===== config.mk =====
export PLATFORM = sky130hd
export DESIGN_NAME = frac_baud_gen
export DESIGN_NICKNAME = d
export VERILOG_FILES = /design/src/rtl/frac_baud_pkg.sv /design/src/rtl/frac_baud_regs.sv /design/src/rtl/frac_baud_accum.sv /design/src/rtl/frac_baud_counter.sv /design/src/rtl/frac_baud_gen.sv
export SDC_FILE = /design/constraint.sdc
export NUM_CORES = 1
export LEC_CHECK = 0
export BUFFER_PORTS_ARGS = -buffer_cell sky130_fd_sc_hd__buf_2
export CAP_MARGIN = 20
export CELL_PAD_IN_SITES_DETAIL_PLACEMENT = 1
export CELL_PAD_IN_SITES_GLOBAL_PLACEMENT = 1
export CORE_UTILIZATION = 30
export CTS_CLUSTER_SIZE = 10
export DETAILED_ROUTE_END_ITERATION = 16
export PLACE_DENSITY = 0.63
export SYNTH_ARGS = -nofsm -noshare
export SYNTH_HDL_FRONTEND = slang
export SYNTH_HIERARCHICAL = 1
export SYNTH_SLANG_ARGS = --single-unit

===== constraint.sdc =====
create_clock -name clk -period 9.2 [get_ports clk]
set_input_delay 1.38 -clock clk [delete_from_list [all_inputs] [get_ports clk]]
set_output_delay 1.38 -clock clk [all_outputs]
set_load 0.02 [all_outputs]

===== src/rtl/frac_baud_pkg.sv =====
package frac_baud_pkg;

    localparam int INT_W  = 16;
    localparam int FRAC_W = 6;
    localparam int CNT_W  = INT_W + 1;

    typedef logic [INT_W-1:0]  int_div_t;
    typedef logic [FRAC_W-1:0] frac_div_t;
    typedef logic [CNT_W-1:0]  cnt_t;

    typedef struct packed {
        int_div_t  whole;
        frac_div_t part;
    } div_cfg_t;

    // Last count value of a period of (whole + stretch) qualified cycles.
    function automatic cnt_t period_last(input int_div_t whole, input logic stretch);
        cnt_t span;
        span = {1'b0, whole} + cnt_t'(stretch);
        return span - cnt_t'(1);
    endfunction

endpackage


===== src/rtl/frac_baud_regs.sv =====
module frac_baud_regs
    import frac_baud_pkg::*;
(
    input  logic     clk,
    input  logic     rst,
    input  logic     load,
    input  div_cfg_t cfg_in,
    output div_cfg_t cfg_q
);

    always_ff @(posedge clk) begin
        if (rst) begin
            cfg_q <= '0;
        end else if (load) begin
            cfg_q <= cfg_in;
        end
    end

endmodule


===== src/rtl/frac_baud_accum.sv =====
module frac_baud_accum
    import frac_baud_pkg::*;
(
    input  logic      clk,
    input  logic      rst,
    input  logic      restart,
    input  logic      wrap,
    input  frac_div_t part,
    output logic      stretch
);

    frac_div_t              acc_q;
    logic [FRAC_W:0]        sum;

    assign sum = {1'b0, acc_q} + {1'b0, part};

    always_ff @(posedge clk) begin
        if (rst || restart) begin
            acc_q   <= '0;
            stretch <= 1'b0;
        end else if (wrap) begin
            acc_q   <= sum[FRAC_W-1:0];
            stretch <= sum[FRAC_W];
        end
    end

endmodule


===== src/rtl/frac_baud_counter.sv =====
module frac_baud_counter
    import frac_baud_pkg::*;
(
    input  logic     clk,
    input  logic     rst,
    input  logic     restart,
    input  logic     ref_en,
    input  int_div_t whole,
    input  logic     stretch,
    output logic     wrap,
    output logic     tick
);

    cnt_t cnt_q;
    cnt_t last;

    assign last = period_last(whole, stretch);
    assign wrap = ref_en && !restart && (cnt_q == last);

    always_ff @(posedge clk) begin
        if (rst) begin
            cnt_q <= '0;
            tick  <= 1'b0;
        end else begin
            tick <= wrap;
            if (restart || wrap) begin
                cnt_q <= '0;
            end else if (ref_en) begin
                cnt_q <= cnt_q + cnt_t'(1);
            end
        end
    end

endmodule


===== src/rtl/frac_baud_gen.sv =====
module frac_baud_gen
    import frac_baud_pkg::*;
(
    input  logic        clk,
    input  logic        rst,
    input  logic        ref_en,
    input  logic        uart_en,
    input  logic [15:0] div_int_i,
    input  logic [5:0]  div_frac_i,
    input  logic        div_load,
    output logic        tick_o
);

    div_cfg_t cfg_in;
    div_cfg_t cfg_q;
    logic     running;
    logic     restart;
    logic     wrap;
    logic     stretch;

    assign cfg_in.whole = div_int_i;
    assign cfg_in.part  = div_frac_i;

    frac_baud_regs u_regs (
        .clk    (clk),
        .rst    (rst),
        .load   (div_load),
        .cfg_in (cfg_in),
        .cfg_q  (cfg_q)
    );

    assign running = uart_en && (cfg_q.whole != '0);
    assign restart = div_load || !running;

    frac_baud_counter u_counter (
        .clk     (clk),
        .rst     (rst),
        .restart (restart),
        .ref_en  (ref_en),
        .whole   (cfg_q.whole),
        .stretch (stretch),
        .wrap    (wrap),
        .tick    (tick_o)
    );

    frac_baud_accum u_accum (
        .clk     (clk),
        .rst     (rst),
        .restart (restart),
        .wrap    (wrap),
        .part    (cfg_q.part),
        .stretch (stretch)
    );

endmodule


==> metrics <==
status finished clean; Setup crit start div_load; Most used DFF post-synth dfxtp_1; # clock sinks 47; Arrival @ worst endpoint 4.31 ns; DR vias 2,386; post-CTS setup buffer count 0; Layout Cells excl Fill 461; Final HPWL DP 5.17 mm; Slew Viols, Final 0; Final WS setup 5.06 ns; Synth Area in Compound Gates 12.7%; io pins 28; synthesized net count 360; total iterations of the first detailed-routing run 4; CTS Buf Count 5; Worst Path Required 9.38 ns; worst slack, placed 4.42 ns; area delta synth->final 11.2%; commonest non-fill, non-tap cell in the layout dfxtp_1; drc violations 0; critical path cell sequence buf_2, nand2b_1, a41o_1, nor4b_1, nand4_1, a2111oi_4, buf_6, and2_1, nor2_1, a2111oi_0; HP Start u_accum/acc_q[4]$_SDFFE_PP0P_; vias in the first global route 2,447; Leak 1.26 nW; CP Max Fanout 23; worst skew pair latency 0.30 ns; global-route wire length before repair 11.8 mm; Post-Synth Adder-Cell Area 4.66%; initial antenna violation count 0; Synth Area in XOR/XNOR 10.8%; Initial DRC Count 96; Post-Route WL 7.04 mm; design area 0.00317 mm²; Slowest Stage Delay on Critical Path 0.45 ns; Layout Nets 386; Yosys top cell area share 33.0%; total track usage 15.1%; Post-synth EDFFs 0; die area 0.00989 mm²; TritonCTS clock tree built; Die Ht 99.4 µm; Seq/Total Area, Yosys 33.0%; Final ANT Viol Nets 0; Post-Route Setup TNS 0 ns; Fmax 242 MHz; input/output buffers 27; H-tree Lvls 2; Tcrit/Tclk final 44.9%; Worst Reg-to-Reg Cells 12; Peak VDD IR 0.0000608 V; core area 0.00920 mm²; PostCTS Resize Cnt 0; hold path depth 2; Synth area leader dfxtp_1; synthesized area 0.00285 mm²; Synth Register Bits 47; Slew @ Worst Pin 0.670 ns; Final Critical Period 4.14 ns; share of post-route cells with drive strength above 1 14.3%; reg-to-reg startpoint u_regs/cfg_q[6]$_SDFFE_PP0P_; WHS Endpoint u_accum/acc_q[4]$_SDFFE_PP0P_; CP Capture Type flop; most frequent cells in the layout dfxtp_1, nor2_1, buf_2; num rows 35; clock root cell clkbuf_8; Die W 99.4 µm; global route overflow 0; Design Power 0.000448 W; synth top area cells dfxtp_1, mux2i_1, xnor2_1, nor2_1, a21oi_1; ys async rst share 0%; clk_skew 0.00673 ns; Synth Area per Inst 8.82 µm²; setup slack, reg-to-reg 5.32 ns; combinational family with the most area after synthesis simple AND/OR/NAND/NOR gates; CP delay by family, top simple AND/OR/NAND/NOR gates; Power Density 142 mW/mm²; Starting Density 31.0%; # setup viols final 0; Placement Cell Area 0.00303 mm²; Post-Syn Instances 323; Post-Synth Simple-Gate Area 23.9%; critical path depth in cells 10; RR Endpoint u_accum/acc_q[1]$_SDFFE_PP0P_; Startpoint Class primary input; GP Congestion 0.740; RSZ-0062 raised after global routing no; hold-fix buffers at CTS 0; drt wl/cell 15.3 µm; Worst path slowest cell a2111oi_4; max_cap viols 0; Hold Fails Final Rpt 0; n_diodes 0; library cells used by synthesis 52; Setup Crit Path Kind primary input to flop; multiplexer share of the synthesized area 9.93%; vias per cell 5.18; relative slew slack 55.3%; synth warn 6; maximum clock path buffer count 2; placed cells 451; Hold Crit Class flop to flop; largest net degree at the start of global routing 29; clock-pin slew on the worst setup and hold paths 0.09 ns; worst path bufs/invs 2
## per-stage QoR
| step | util (%) | hold WS (ns) |
|---|---|---|
| floorplan | - | 0.459 |
| CTS | 34.2 | 0.506 |
| global placement | 33.0 | 0.477 |
| finish | 34.4 | 0.503 |
| detailed placement | 33.0 | 0.490 |
| global route | 34.4 | 0.551 |
## worst max path at each step
stage	endpoint	slack, ns
3_5_place_dp	u_accum/acc_q[1]$_SDFFE_PP0P_	4.42
2_1_floorplan	u_accum/acc_q[0]$_SDFFE_PP0P_	5.72
6_report	u_accum/acc_q[1]$_SDFFE_PP0P_	5.06
4_1_cts	u_accum/acc_q[1]$_SDFFE_PP0P_	4.64
5_1_grt	u_accum/acc_q[1]$_SDFFE_PP0P_	4.79
3_3_place_gp	u_accum/acc_q[1]$_SDFFE_PP0P_	4.56
## worst reg2reg max path: cells and delay by family (launching register included)
family                     cells  cell delay [ns]
and+or+nand+nor                5             1.74
buffers and inverters          2             0.30
AOI/OAI and AO/OA              2             0.73
xor gates and xnor gates       1             0.19
adders and majority gates      2             0.44
DFF                            1             0.35
## report_power, final
group	total (W)	switching (W)	internal [W]
sequential	0.000218	0.00000929	0.000209
combinational	0.0000711	0.0000400	0.0000311
clock	0.000159	0.0000707	0.0000880
## registers in the layout, indices dropped and copies added, names as in the netlist
register         cells
u_accum/acc_q        6
u_counter/tick       1
u_counter/cnt_q     17
u_regs/cfg_q        22
u_accum/stretch      1
## per-layer routing
| layer | routed length, µm | share of wire [%] | track usage [%] |
|---|---|---|---|
| met1 | 3360 | 48 | 19.3 |
| met2 | 3420 | 49 | 25.9 |
| met3 | 167 | 2.4 | 2.39 |
| met4 | 99 | 1.4 | 4.98 |
| met5 | 0 | 0 | 0 |
## cell type report
cell class / count / area, µm²
fill: 1098 / 6030
multi-input combinational: 253 / 1760
sequential: 47 / 941
timing repair buffer: 30 / 161
tap: 111 / 139
clock buffer: 6 / 82.6
inverter: 12 / 45.0
clock inverter: 2 / 35.0
## synth_stat cells (2+ instances only)
cell type,n
clkbuf_1,3
a31oi_1,3
nor3_1,7
nand2b_1,5
nor4_1,5
ha_1,9
nor2b_1,5
o31ai_1,2
or3_1,5
nand3b_1,3
nor4b_1,2
o211ai_1,3
nor2_1,39
a2111oi_0,2
a21oi_1,24
buf_6,2
and3_1,3
inv_1,12
dfxtp_1,47
mux2_2,2
nor3b_1,2
a41o_1,2
nand4_1,6
nand3_1,5
buf_2,2
buf_4,2
nand2_1,26
mux2i_1,26
xnor2_1,23
buf_12,2
or4_1,4
xor2_1,12
nor4_2,4
o21ai_0,6
## kinds of logic after synthesis
logic type	Yosys count
and+or+nand+nor	128
buffers and inverters	23
muxes	28
AOI/OAI and AO/OA	52
xor gates and xnor gates	35
adders and majority gates	10
DFF	47
Power figures use the tool's default switching activity.
